===== config.mk =====
export PLATFORM = sky130hd
export DESIGN_NAME = wdog_core
export DESIGN_NICKNAME = d
export VERILOG_FILES = /design/src/rtl/wdog_pkg.sv /design/src/rtl/wdog_tick_sel.sv /design/src/rtl/wdog_clear_ctl.sv /design/src/rtl/wdog_chain.sv /design/src/rtl/wdog_core.sv
export SDC_FILE = /design/constraint.sdc
export NUM_CORES = 1
export LEC_CHECK = 0
export ABC_AREA = 1
export BUFFER_PORTS_ARGS = -buffer_cell sky130_fd_sc_hd__buf_2
export CORE_MARGIN = 3
export CORE_UTILIZATION = 50
export DETAILED_ROUTE_END_ITERATION = 8
export PLACE_DENSITY = 0.83
export SYNTH_ARGS = -nofsm -noshare
export SYNTH_HDL_FRONTEND = slang
export SYNTH_SLANG_ARGS = --single-unit
export TNS_END_PERCENT = 50

===== constraint.sdc =====
create_clock -name clk -period 1.6 [get_ports clk]
set_clock_uncertainty 0.05 [all_clocks]
set_input_delay 0.32 -clock clk [delete_from_list [all_inputs] [get_ports clk]]
set_output_delay 0.32 -clock clk [all_outputs]
set_load 0.05 [all_outputs]

===== src/rtl/wdog_pkg.sv =====
package wdog_pkg;

  // Count source codes on cfg_src
  typedef enum logic [1:0] {
    SRC_RC     = 2'd0,
    SRC_INSTR  = 2'd1,
    SRC_RTC    = 2'd2,
    SRC_RC_ALT = 2'd3
  } wdog_src_e;

  // Default geometry of the count chain
  localparam int unsigned WD_DIV_W    = 8;  // fixed divider stages
  localparam int unsigned WD_PRE_W    = 7;  // prescaler stages
  localparam int unsigned WD_TAP_W    = 2;  // tap code width
  localparam int unsigned WD_TAP_BASE = 4;  // prescaler stages used by tap 0
  localparam int unsigned WD_PHASE_W  = 2;  // instruction-rate divider

  // Outcome of an overflow
  typedef enum logic [1:0] {
    ACT_NONE = 2'd0,
    ACT_CHIP = 2'd1,
    ACT_WARM = 2'd2
  } wdog_act_e;

endpackage


===== src/rtl/wdog_tick_sel.sv =====
module wdog_tick_sel
  import wdog_pkg::*;
#(
  parameter int unsigned PHASE_W = WD_PHASE_W
) (
  input  logic       clk,
  input  logic       rst_n,
  input  logic [1:0] src_i,
  input  logic       rc_tick_i,
  input  logic       rtc_tick_i,
  input  logic       halted_i,
  output logic       tick_o
);

  localparam logic [PHASE_W-1:0] PHASE_LAST = '1;

  logic [PHASE_W-1:0] phase_q;
  logic [PHASE_W-1:0] phase_d;
  logic               instr_tick;
  wdog_src_e          src_sel;

  // Instruction-rate phase, frozen while the core is halted
  always_comb begin
    phase_d = phase_q;
    if (!halted_i) begin
      phase_d = phase_q + 1'b1;
    end
  end

  always_ff @(posedge clk or negedge rst_n) begin
    if (!rst_n) begin
      phase_q <= '0;
    end else begin
      phase_q <= phase_d;
    end
  end

  assign instr_tick = !halted_i && (phase_q == PHASE_LAST);
  assign src_sel    = wdog_src_e'(src_i);

  always_comb begin
    unique case (src_sel)
      SRC_INSTR: tick_o = instr_tick;
      SRC_RTC:   tick_o = rtc_tick_i;
      default:   tick_o = rc_tick_i;
    endcase
  end

endmodule


===== src/rtl/wdog_clear_ctl.sv =====
module wdog_clear_ctl (
  input  logic clk,
  input  logic rst_n,
  input  logic en_i,
  input  logic dual_i,
  input  logic clr_one_i,
  input  logic clr1_i,
  input  logic clr2_i,
  input  logic halt_exec_i,
  input  logic ovf_i,
  output logic fire_o
);

  logic pend1_q, pend1_d;
  logic pend2_q, pend2_d;
  logic have1, have2;
  logic single_hit, dual_hit;

  assign have1      = pend1_q || clr1_i;
  assign have2      = pend2_q || clr2_i;
  assign single_hit = !dual_i && clr_one_i;
  assign dual_hit   = dual_i && have1 && have2;
  assign fire_o     = en_i && (halt_exec_i || single_hit || dual_hit);

  // Pending marks only live in dual mode while enabled
  always_comb begin
    pend1_d = pend1_q;
    pend2_d = pend2_q;
    if (!en_i || !dual_i || fire_o || ovf_i) begin
      pend1_d = 1'b0;
      pend2_d = 1'b0;
    end else begin
      pend1_d = have1;
      pend2_d = have2;
    end
  end

  always_ff @(posedge clk or negedge rst_n) begin
    if (!rst_n) begin
      pend1_q <= 1'b0;
      pend2_q <= 1'b0;
    end else begin
      pend1_q <= pend1_d;
      pend2_q <= pend2_d;
    end
  end

endmodule


===== src/rtl/wdog_chain.sv =====
module wdog_chain
  import wdog_pkg::*;
#(
  parameter int unsigned DIV_W    = WD_DIV_W,
  parameter int unsigned PRE_W    = WD_PRE_W,
  parameter int unsigned TAP_W    = WD_TAP_W,
  parameter int unsigned TAP_BASE = WD_TAP_BASE
) (
  input  logic             clk,
  input  logic             rst_n,
  input  logic             en_i,
  input  logic             tick_i,
  input  logic             clr_i,
  input  logic [TAP_W-1:0] tap_i,
  output logic             ovf_o
);

  localparam int unsigned N_TAPS = 1 << TAP_W;
  localparam logic [DIV_W-1:0] DIV_LAST = '1;

  logic [DIV_W-1:0] div_q, div_d;
  logic [PRE_W-1:0] pre_q, pre_d;
  logic [PRE_W-1:0] lim_tab [N_TAPS];
  logic [PRE_W-1:0] pre_max;
  logic             carry;

  // Last prescaler value before overflow, one entry per tap
  for (genvar t = 0; t < N_TAPS; t++) begin : g_lim
    localparam int unsigned LIM_V = (1 << (TAP_BASE + t)) - 1;
    assign lim_tab[t] = PRE_W'(LIM_V);
  end

  assign pre_max = lim_tab[tap_i];
  assign carry   = en_i && tick_i && (div_q == DIV_LAST);
  assign ovf_o   = carry && (pre_q >= pre_max) && !clr_i;

  always_comb begin
    div_d = div_q;
    pre_d = pre_q;
    if (!en_i) begin
      div_d = '0;
      pre_d = '0;
    end else begin
      if (tick_i) begin
        div_d = div_q + 1'b1;
      end
      if (clr_i || ovf_o) begin
        pre_d = '0;
      end else if (carry) begin
        pre_d = pre_q + 1'b1;
      end
    end
  end

  always_ff @(posedge clk or negedge rst_n) begin
    if (!rst_n) begin
      div_q <= '0;
      pre_q <= '0;
    end else begin
      div_q <= div_d;
      pre_q <= pre_d;
    end
  end

endmodule


===== src/rtl/wdog_core.sv =====
module wdog_core
  import wdog_pkg::*;
#(
  parameter int unsigned DIV_W    = WD_DIV_W,
  parameter int unsigned PRE_W    = WD_PRE_W,
  parameter int unsigned TAP_W    = WD_TAP_W,
  parameter int unsigned TAP_BASE = WD_TAP_BASE,
  parameter int unsigned PHASE_W  = WD_PHASE_W
) (
  input  logic             clk,
  input  logic             rst_n,
  input  logic             cfg_en,
  input  logic [1:0]       cfg_src,
  input  logic [TAP_W-1:0] cfg_tap,
  input  logic             cfg_dual,
  input  logic             rc_tick,
  input  logic             rtc_tick,
  input  logic             clr_one,
  input  logic             clr1,
  input  logic             clr2,
  input  logic             halt_exec,
  input  logic             halted,
  input  logic             to_clr,
  output logic             chip_rst_o,
  output logic             warm_rst_o,
  output logic             to_flag_o
);

  logic      tick;
  logic      clr_fire;
  logic      ovf;
  wdog_act_e act;
  logic      chip_q, chip_d;
  logic      warm_q, warm_d;
  logic      to_q, to_d;

  wdog_tick_sel #(
    .PHASE_W (PHASE_W)
  ) u_tick (
    .clk        (clk),
    .rst_n      (rst_n),
    .src_i      (cfg_src),
    .rc_tick_i  (rc_tick),
    .rtc_tick_i (rtc_tick),
    .halted_i   (halted),
    .tick_o     (tick)
  );

  wdog_clear_ctl u_clr (
    .clk         (clk),
    .rst_n       (rst_n),
    .en_i        (cfg_en),
    .dual_i      (cfg_dual),
    .clr_one_i   (clr_one),
    .clr1_i      (clr1),
    .clr2_i      (clr2),
    .halt_exec_i (halt_exec),
    .ovf_i       (ovf),
    .fire_o      (clr_fire)
  );

  wdog_chain #(
    .DIV_W    (DIV_W),
    .PRE_W    (PRE_W),
    .TAP_W    (TAP_W),
    .TAP_BASE (TAP_BASE)
  ) u_chain (
    .clk    (clk),
    .rst_n  (rst_n),
    .en_i   (cfg_en),
    .tick_i (tick),
    .clr_i  (clr_fire),
    .tap_i  (cfg_tap),
    .ovf_o  (ovf)
  );

  // Overflow outcome depends on the halt state
  always_comb begin
    act = ACT_NONE;
    if (ovf) begin
      act = halted ? ACT_WARM : ACT_CHIP;
    end
  end

  always_comb begin
    chip_d = (act == ACT_CHIP);
    warm_d = (act == ACT_WARM);
    to_d   = to_q;
    if (act == ACT_CHIP) begin
      to_d = 1'b1;
    end else if (to_clr) begin
      to_d = 1'b0;
    end
  end

  always_ff @(posedge clk or negedge rst_n) begin
    if (!rst_n) begin
      chip_q <= 1'b0;
      warm_q <= 1'b0;
      to_q   <= 1'b0;
    end else begin
      chip_q <= chip_d;
      warm_q <= warm_d;
      to_q   <= to_d;
    end
  end

  assign chip_rst_o = chip_q;
  assign warm_rst_o = warm_q;
  assign to_flag_o  = to_q;

endmodule


==> impl_metrics.tcl, run 1 <==
set metrics [dict create \
    synth_top_area_share_pct 40.85 \
    cp.arrival_ns 1.79 \
    final_cell_area_sq_mm 0.001670 \
    htreeDepth 1 \
    drt-pass1-iter-count 4 \
    n_antenna_cell 0 \
    multiInputGateArea_sq_um 779.5 \
    regArea_sq_um 550.5 \
    grt_use_total_pct 19.27 \
    cpMostUsedCell "nand2_2" \
    netlist_area_sq_mm 0.001348 \
    worstSkewPairLatency_ns 0.32 \
    dieArea_sq_mm 0.003354 \
    grt_max_degree 23 \
    final_cell_mix "nand2_1, inv_1, dfrtp_1, buf_2, nor2_1" \
    max_slew_margin_pct 67.82 \
    dp_hpwl_mm 2.118 \
    status "finished, final reports clean" \
    die_width_um 57.92 \
    timing.final.crit_share_pct 98.71 \
    grt_pass1_wl_mm 4.926 \
    syn_nets 194 \
    critPathCaptureType "flop" \
    portBuffers 18 \
    dp_cells 225 \
    ioPinCount 19 \
    clk_pin_slew_ns 0.12 \
    crit_end "u_chain.pre_q[2]$_DFFE_PN0P_" \
    synth.area.top_cells "dfrtp_1, nand2_1, ha_1" \
    setup_viol 0 \
    syn_to_final_growth_pct 23.96 \
    holdWs_ns 0.1059 \
    path_cells "ha_4 -> nand2_2 -> nand2_2 -> nor2_2 -> nand3_4 -> a21boi_4 -> nand2_2 -> nor2_2" \
    synth-seq-cells 22 \
    placed_area_sq_mm 0.001530 \
    fillers 195 \
    drv_cap 0 \
    ys_types 25 \
    drt-vias-per-instance 5.319 \
    r2r_cells 8 \
    required_ns 1.81 \
    slowest_delay_ns 0.43 \
    drc 0 \
    drive_above_1_share_pct 30.20 \
    gr-total-overflow 0 \
    cts.sinks 22 \
    ir_drop_mv 0.5382 \
    final_common_cell "nand2_1" \
    slew_viol_final 0 \
    start_util_pct 53.42 \
    min_path_type "in2reg" \
    cp_slowest_cell "dfrtp_1" \
    root_buffer "clkbuf_4" \
    globalplace.congestion 0.8811 \
    place_worst_setup_slack_ns -0.1617 \
    clock_path_buffers 2 \
    grt_pass1_vias 1193 \
    final_nets 228 \
    fin_crit_ns 1.579 \
    cts_made_buffers 3 \
    vias 1234 \
    worst_pin_slew_ns 0.4826 \
    path_class "reg2reg" \
    first_iter_violations 34 \
    drtAntennaViolNets 0 \
    synthesis.instances 170 \
    rsz0062_at_grt "true" \
    power_density_mw_per_mm2 654.5 \
    die_h_um 57.92 \
    r2r-end "u_chain.pre_q[2]$_DFFE_PN0P_" \
    rows 18 \
    crit_fanout 5 \
    yosysSeqAreaShare_pct 40.85 \
    worst_slack_ns 0.02068 \
    regToRegStartpoint "u_chain.pre_q[6]$_DFFE_PN0P_" \
    core_area_sq_mm 0.002522 \
    max_freq_ghz 0.6332 \
    drt-total-wl_mm 2.993 \
    hold_viol 0 \
    synth_top_cell_by_area "dfrtp_1" \
    antenna_found_initial 0 \
    avgSynthCellArea_sq_um 7.927 \
    stdcell_count 232 \
    cts_tree "done" \
    critPathLaunch "u_chain.pre_q[6]$_DFFE_PN0P_" \
    ys_warn_count 0 \
    critPathLaunchType "flop" \
    wl_per_cell_um 12.90 \
    regToRegSetupSlack_ns 0.02 \
    leakage_uw 0.0008411 \
]
worst min path at each step:
stage / cells past startpoint / end / start
after floorplan: 0 / chip_rst_o$_DFF_PN0_ / rst_n
after global placement: 1 / u_chain.pre_q[2]$_DFFE_PN0P_ / rst_n
after detailed placement: 1 / u_chain.pre_q[4]$_DFFE_PN0P_ / rst_n
after CTS: 2 / to_flag_o$_DFFE_PN0P_ / to_clr
after global routing: 2 / to_flag_o$_DFFE_PN0P_ / to_clr
final: 2 / to_flag_o$_DFFE_PN0P_ / to_clr
where the power goes:
group	total (uW)	internal (uW)	leakage (uW)	switching, uW
Combinational	217	93.3	0.000526	124
Sequential	612	590	0.000302	21.7
Clock	264	88.3	0.0000138	176
flip-flops by register name, indices dropped and copies added (netlist names):
name,cells
warm_rst_o,1
chip_rst_o,1
u_chain.div_q,8
u_clr.pend2_q,1
to_flag_o,1
u_chain.pre_q,7
u_tick.phase_q,2
u_clr.pend1_q,1
metal layers:
layer  wire (um)  track usage, %  up-vias
li1            -               -      610
met1        1154           19.89      587
met2        1656           36.77       28
met3          96           4.900        9
met4          85           7.285        0
met5           0               0        -
synth_stat cells:
cell      count
nand2_1      36
inv_1        26
dfrtp_1      22
nor2_1       18
nand3_1      14
a21oi_1      10
ha_1          8
o21ai_0       7
nand2_2       4
nand4_1       4
nor3_1        3
inv_2         2
nor2_2        2
nor2_8        2
nor3_2        2
a21boi_4      1
a21o_1        1
a21oi_4       1
buf_2         1
nand3_2       1
o21ai_2       1
o22ai_1       1
or2_1         1
xnor2_1       1
xor2_1        1
timing repair:
| action | 4_1_cts | 5_1_grt |
|---|---|---|
| cloned | 1 | 0 |
| pin swaps | 7 | 9 |
| resized for setup | 6 | 12 |
| buffers inserted | 0 | 2 |
| hold buffers | 1 | 0 |
| endpoints found under the hold margin | 22 | 0 |
| endpoints found under the setup margin | 8 | 13 |
stage by stage:
| stage | utilization (%) | TNS (ns) | total power (uW) |
|---|---|---|---|
| final | 66.22 | 0 | 1093 |
| after global placement | 60.66 | -0.4238 | 802.8 |
| after CTS | 63.29 | -0.004603 | 1078 |
| after global routing | 66.22 | -0.2938 | 1165 |
| after detailed placement | 60.66 | -1.140 | 820.2 |
| after floorplan | - | 0 | 739.9 |
cells by family (layout without fill, tap and decap cells):
group | after synthesis | after routing | share of synthesized area, %
AND/OR/NAND/NOR | 87 | 88 | 31.66
buffers and inverters | 29 | 60 | 8.170
AO/OA/AOI/OAI | 22 | 22 | 10.59
flip-flops | 22 | 22 | 40.85
adder cells (fa/ha/maj) | 8 | 8 | 7.428
XOR/XNOR | 2 | 2 | 1.300
worst max-delay path: cells and delay by family (launching register included):
kind,cells,cell delay (ns)
compound gates,1,0.23
fa+ha+maj,1,0.24
flops,1,0.43
simple gates,6,0.55
area by class of cell:
cell class                      instances  share of cell area, %
Multi-Input combinational cell        120                  46.67
Tap cell                               30                  2.247
Timing Repair Buffer                   29                  10.49
Sequential cell                        22                  32.96
Clock buffer                            3                  1.348
Inverter                               28                  6.292
Note: power is estimated with default switching activity, not from simulation.
==> inputs of run 2 (changes only) <==
--- a/config.mk
+++ b/config.mk
@@ -10,8 +10,10 @@
 export CORE_MARGIN = 3
 export CORE_UTILIZATION = 50
 export DETAILED_ROUTE_END_ITERATION = 8
+export MAX_ROUTING_LAYER = met4
 export PLACE_DENSITY = 0.83
 export SYNTH_ARGS = -nofsm -noshare
 export SYNTH_HDL_FRONTEND = slang
+export SYNTH_HIERARCHICAL = 1
 export SYNTH_SLANG_ARGS = --single-unit
 export TNS_END_PERCENT = 50
==> run 2 against run 1 <==
Compared with the run above: the flow now finishes with violations (negative setup slack); critical path depth rose by 4; sequential share of layout area rose by 0.94 points; sequential cell count is the same; synthesized cell count is 4.7% higher; sequential power about the same; first-iteration DRC count rose by 79%; cell count is 3.9% higher; non-clock buffer count increased by 4; count of clock-buffer cells in the layout increased by 1; combinational power is 33% higher; synthesized area decreased by 2.3%; critical path type unchanged; largest cell class unchanged.
==> impl_metrics.tcl, run 2 <==
set metrics [dict create \
    first_iter_violations 61 \
    root_buffer "clkbuf_4" \
    status "finished with violations" \
    dieArea_sq_mm 0.003284 \
    ys_types 21 \
    clockPowerShare_pct 24.7 \
    timing.final.crit_share_pct 105.2 \
    start_util_pct 55.75 \
    slew_viol_final 0 \
    avgSynthCellArea_sq_um 7.395 \
    ir_drop_mv 0.5798 \
    synth_edf_count 0 \
    cp_slowest_cell "dfrtp_1" \
    final_common_cell "nand2_1" \
    largest_reg_flops 8 \
    drt-pass1-iter-count 5 \
    final_nets 238 \
    dp_cells 230 \
    grt_max_degree 23 \
    min_to "to_flag_o$_DFFE_PN0P_" \
    synth.area.top_cells "dfrtp_1, nand2_1, inv_1" \
    cts_tree "done" \
    gr-total-overflow 0 \
    rows 17 \
    cp_top_family "simple AND/OR/NAND/NOR gates" \
    synth-seq-cells 22 \
    htreeDepth 1 \
    drc 0 \
    violations "negative setup slack" \
    regToRegSetupSlack_ns -0.08 \
    netlist_area_sq_mm 0.001316 \
    portBuffers 18 \
    critPathLaunchType "flop" \
    synth.most_common_cell "nand2_1" \
    path_class "reg2reg" \
    globalplace.congestion 0.8153 \
    power_density_mw_per_mm2 738.7 \
    drv_cap 0 \
    critPathBufInv 2 \
    vias 1238 \
    grt_pass1_wl_mm 4.347 \
    grt_use_total_pct 16.89 \
    die_width_um 57.31 \
    syn_to_final_growth_pct 23.38 \
    power.total_uw 1200 \
    r2r-end "u_clr/pend2_q$_DFF_PN0_" \
    slowest_delay_ns 0.38 \
    grt_pass1_vias 1147 \
    stdcell_count 241 \
    ys_dominant_reg_cell "dfrtp_1" \
    cts_made_buffers 3 \
    path_cells "ha_1 -> nand3_2 -> a21oi_2 -> nand2_1 -> nor2_2 -> nand2_2 -> inv_2 -> nand2_2 -> nor2_4 -> nor2_2 -> nand4_1 -> inv_1" \
    max_freq_ghz 0.5942 \
    worst_pin_slew_ns 0.4779 \
    crit_fanout 3 \
    final_cell_mix "nand2_1, inv_1, dfrtp_1, buf_2, nand3_1" \
    holdWs_ns 0.2037 \
    fin_crit_ns 1.683 \
    combPwrFrac_pct 24.1 \
    fillers 197 \
    n_antenna_cell 0 \
    largest_registers "u_chain/div_q: 8 flops, u_chain/pre_q: 7 flops, u_tick/phase_q: 2 flops" \
    drive_above_1_share_pct 26.76 \
    core_area_sq_mm 0.002361 \
    netSwitchingFraction_pct 26.19 \
    yosysSeqAreaShare_pct 41.83 \
    worst_slack_ns -0.08304 \
    synthesis.instances 178 \
    hold_depth 4 \
    p_switching_uw 314.2 \
    critPathCaptureType "flop" \
    worstSkewPairLatency_ns 0.30 \
    rsz0062_at_grt "true" \
    synth_top_area_share_pct 41.83 \
    regArea_sq_um 550.5 \
    wl_per_cell_um 10.89 \
    antenna_found_initial 0 \
    regToRegStartpoint "u_tick/phase_q[1]$_DFFE_PN0N_" \
    leakage_uw 0.0009137 \
    hold_viol 0 \
    drt-total-wl_mm 2.624 \
    intPower_uw 885.6 \
    hp-start "to_clr" \
    drt-vias-per-instance 5.137 \
    dp_hpwl_mm 1.965 \
    async_flop_share_pct 100.0 \
    required_ns 1.75 \
    setup_viol 10 \
    r2r_cells 12 \
    ioPinCount 19 \
    multiInputGateArea_sq_um 650.6 \
    min_path_type "in2reg" \
    clk_pin_slew_ns 0.11 \
    clock_path_buffers 2 \
    ys_warn_count 6 \
    cts.sinks 22 \
    pwr-share-seq_pct 51.3 \
    syn_nets 202 \
    drtAntennaViolNets 0 \
    synth_top_cell_by_area "dfrtp_1" \
    yosys-top-cells-count "nand2_1, inv_1, dfrtp_1" \
    largest-register "u_chain/div_q" \
    die_h_um 57.31 \
    max_slew_margin_pct 68.14 \
    cp.arrival_ns 1.84 \
]
## run 2: cell types whose count changed in the layout (fill, tap and decap cells not counted), sizes merged, moves of 3 or more
cell   delta
o21ai     -6
inv       +8
buf       +4
nand3     +3
nand2    +12
nor2      -3
## run 2: repair_timing
| action | in CTS | in global routing |
|---|---|---|
| endpoints found under the setup margin | 7 | 15 |
| pin swaps | 1 | 2 |
| hold endpoints to repair | 22 | 0 |
| buffers inserted | 2 | 4 |
| gates resized for setup | 0 | 4 |
| hold buffers | 1 | 0 |
## run 2: metal layers
metal	track usage (%)	up-vias	wire (um)
met5	-	-	0
met4	6.954	0	23
met3	2.262	4	110
met2	30.67	31	1379
met1	18.36	584	1111
li1	-	619	-
## run 2: power groups by stage
stage / clock [uW] / sequential (uW) / combinational, uW
after floorplan: 0 / 620 / 121
after global placement: 0 / 621 / 201
after detailed placement: 0 / 623 / 217
after CTS: 306 / 612 / 255
after global routing: 337 / 617 / 322
final: 296 / 615 / 289
## run 2: how the worst max path moves through the flow
stage                                        startpoint                            to  slack (ns)  cells past startpoint
after floorplan                              cfg_src[0]       u_clr/pend2_q$_DFF_PN0_       -0.08                     13
after global placement                       cfg_src[0]       u_clr/pend2_q$_DFF_PN0_       -0.17                     14
after detailed placement                     cfg_src[0]       u_clr/pend2_q$_DFF_PN0_       -0.21                     14
after CTS                 u_tick/phase_q[0]$_DFFE_PN0N_  u_chain/pre_q[4]$_DFFE_PN0P_       -0.02                     11
after global routing      u_tick/phase_q[0]$_DFFE_PN0N_       u_clr/pend2_q$_DFF_PN0_       -0.20                     12
final                     u_tick/phase_q[1]$_DFFE_PN0N_       u_clr/pend2_q$_DFF_PN0_       -0.08                     12
## run 2: logic make-up (layout without fill, tap and decap cells)
family	Yosys count	in the layout	synth area share [%]
flip-flops	22	22	41.83
buffers and inverters	38	73	11.69
XOR/XNOR	1	1	0.6655
AO/OA/AOI/OAI	13	13	6.559
adder cells (fa/ha/maj)	8	8	7.605
AND/OR/NAND/NOR	96	96	31.65
## run 2: cell type report
cell class              instances  share of cell area [%]
inverters                      36                   8.783
repair buffers                 33                   12.87
well taps                      28                   2.157
clock buffers                   4                   2.234
flip-flops and latches         22                   33.90
multi-input cells             118                   40.06
## run 2: per-stage QoR
| step | utilization [%] | setup slack [ns] | TNS (ns) | cell area (sq um) |
|---|---|---|---|---|
| after floorplan | - | -0.08367 | -0.2614 | 1353 |
| final | 68.79 | -0.08304 | -0.4379 | 1624 |
| after global routing | 68.79 | -0.1979 | -1.870 | 1624 |
| after global placement | 64.33 | -0.1650 | -1.801 | 1519 |
| after detailed placement | 64.33 | -0.2067 | -2.570 | 1519 |
| after CTS | 66.93 | -0.01819 | -0.03868 | 1580 |
## run 2: worst min-delay path, stage by stage
cell and delay, ns:
buf_2 0.07, inv_1 0.03, nand2_1 0.06, nand2_2 0.05
==> inputs of run 3 (changes only) <==
--- a/config.mk
+++ b/config.mk
@@ -6,7 +6,7 @@
 export NUM_CORES = 1
 export LEC_CHECK = 0
 export ABC_AREA = 1
-export BUFFER_PORTS_ARGS = -buffer_cell sky130_fd_sc_hd__buf_2
+export BUFFER_PORTS_ARGS = -buffer_cell sky130_fd_sc_hd__buf_4
 export CORE_MARGIN = 3
 export CORE_UTILIZATION = 50
 export DETAILED_ROUTE_END_ITERATION = 8
==> run 3 against run 2 <==
Compared with the run above: the run still ends with negative setup slack left; first-iteration DRC count decreased by 16%; non-clock buffer count rose by 2; cell count increased by 0.83%; sequential cell count unchanged; power is 1.4% lower.
==> impl_metrics.tcl, run 3 (synthesis results as in run 2) <==
set metrics [dict create \
    final_common_cell "nand2_1" \
    power_density_mw_per_mm2 689.4 \
    wl_met3_um 87 \
    die_h_um 57.31 \
    start_util_pct 55.75 \
    drtAntennaViolNets 0 \
    leakage_uw 0.0009379 \
    timing.final.crit_share_pct 104.1 \
    drc 0 \
    setup_viol 9 \
    holdWs_ns 0.1919 \
    cp_slowest_cell "dfrtp_1" \
    status "finished with violations" \
    critPathCaptureType "flop" \
    required_ns 1.80 \
    cp_top_family "simple AND/OR/NAND/NOR gates" \
    grt_use_total_pct 18.86 \
    clk_pin_slew_ns 0.12 \
    rows 17 \
    max_slew_margin_pct 80.25 \
    wl_per_cell_um 11.34 \
    min_path_type "in2reg" \
    largest_registers "u_chain/div_q: 8 flops, u_chain/pre_q: 7 flops, u_tick/phase_q: 2 flops" \
    slowest_delay_ns 0.37 \
    critPathBufInv 2 \
    root_buffer "clkbuf_4" \
    antenna_found_initial 0 \
    final_nets 240 \
    vias 1217 \
    ir_drop_mv 0.7514 \
    worst_pin_slew_ns 0.2940 \
    dp_hpwl_mm 2.064 \
    portBuffers 18 \
    largest-register "u_chain/div_q" \
    path_class "reg2reg" \
    path_cells "ha_1 -> nand3_2 -> a21oi_2 -> nand2_1 -> nor2_1 -> nand2_2 -> inv_2 -> nand2_2 -> nor2_4 -> buf_4 -> nand2_2 -> nand2_2" \
    grt_max_degree 23 \
    max_freq_ghz 0.6004 \
    grt_pass1_vias 1229 \
    syn_to_final_growth_pct 30.32 \
    crit_fanout 2 \
    clock_path_buffers 2 \
    drv_cap 0 \
    die_width_um 57.31 \
    cpMostUsedCell "nand2_2" \
    cp.arrival_ns 1.87 \
    maxUsedRoutingLayer "met4" \
    ioPinCount 19 \
    worstSkewPairLatency_ns 0.31 \
    worst_slack_ns -0.06566 \
    gr-total-overflow 0 \
    drive_above_1_share_pct 29.77 \
    route.met2.wl_mm 1.499 \
    drt-vias-per-instance 5.008 \
    dieArea_sq_mm 0.003284 \
    tns_ns -0.2925 \
    cts_made_buffers 3 \
    first_iter_violations 51 \
    globalplace.congestion 0.8479 \
    cts.sinks 22 \
    finish.utilization_pct 72.66 \
    drt-total-wl_mm 2.756 \
    slew_viol_final 0 \
    critPathLaunchType "flop" \
    final_cell_mix "nand2_1, buf_4, inv_1, dfrtp_1, nand3_1" \
    grt_pass1_wl_mm 4.781 \
    cts_tree "done" \
    hold_viol 0 \
    wl_met1_mm 1.151 \
    htreeDepth 1 \
    violations "negative setup slack" \
    power.total_uw 1183 \
    n_antenna_cell 0 \
    rsz0062_at_grt "true" \
    drt-pass1-iter-count 4 \
    fin_crit_ns 1.666 \
    largest_reg_flops 8 \
    core_area_sq_mm 0.002361 \
]
==> run 3: changes by cell type in the layout (fill, tap and decap cells not counted), sizes merged <==
| cell | previous run | this run |
|---|---|---|
| buf | 32 | 34 |
==> run 3: tightest hold or removal path: cells and delay by family <==
kind | cells | cell delay (ns)
AND/OR/NAND/NOR | 2 | 0.11
buffers and inverters | 2 | 0.10
==> run 3: final cells by class <==
cell class	instances	area, sq um
fillers	190	645.6
well taps	28	35.03
inverters	36	142.6
multi-input cells	118	685.7
clock buffers	4	36.28
repair buffers	35	265.3
flip-flops and latches	22	550.5
==> run 3: what timing repair did <==
action                                  CTS  global route
hold endpoints to repair                 22             0
endpoints found under the setup margin    8            16
pin swaps                                 2             5
resized for setup                         1             8
setup buffers                             4             3
hold buffers                              1             0
==> run 3: metrics by stage <==
stage,setup slack (ns),instances,instance area [sq um]
after global placement,-0.1354,231,1572
after detailed placement,-0.2196,231,1572
final,-0.06566,243,1715
after CTS,-0.03273,240,1650
after global routing,-0.1988,243,1715
after floorplan,-0.08367,178,1353
==> run 3: final timing paths <==
path	start	to	slack [ns]	cells after the start
worst min-delay path	to_clr	to_flag_o$_DFFE_PN0P_	0.19	4
worst max register to register	u_tick/phase_q[0]$_DFFE_PN0N_	to_flag_o$_DFFE_PN0P_	-0.07	12
worst min register to register	u_tick/phase_q[1]$_DFFE_PN0N_	u_tick/phase_q[1]$_DFFE_PN0N_	0.45	2
min in group asynchronous	rst_n	u_chain/div_q[3]$_DFFE_PN0P_	0.37	2
worst max-delay path	u_tick/phase_q[0]$_DFFE_PN0N_	to_flag_o$_DFFE_PN0P_	-0.07	12
max in group asynchronous	rst_n	u_tick/phase_q[1]$_DFFE_PN0N_	0.90	2
==> run 3: routing by layer <==
| layer | global-route usage (%) | vias to the layer above |
|---|---|---|
| met5 | - | - |
| met4 | 5.960 | 0 |
| met3 | 2.036 | 2 |
| met2 | 34.91 | 19 |
| met1 | 21.01 | 574 |
| li1 | - | 622 |
==> run 3: power by group <==
part           switching, uW  internal (uW)  leakage [uW]  total (uW)
registers               20.6            590      0.000302         610
clock network            168            139     0.0000210         307
logic                    127            138      0.000615         265
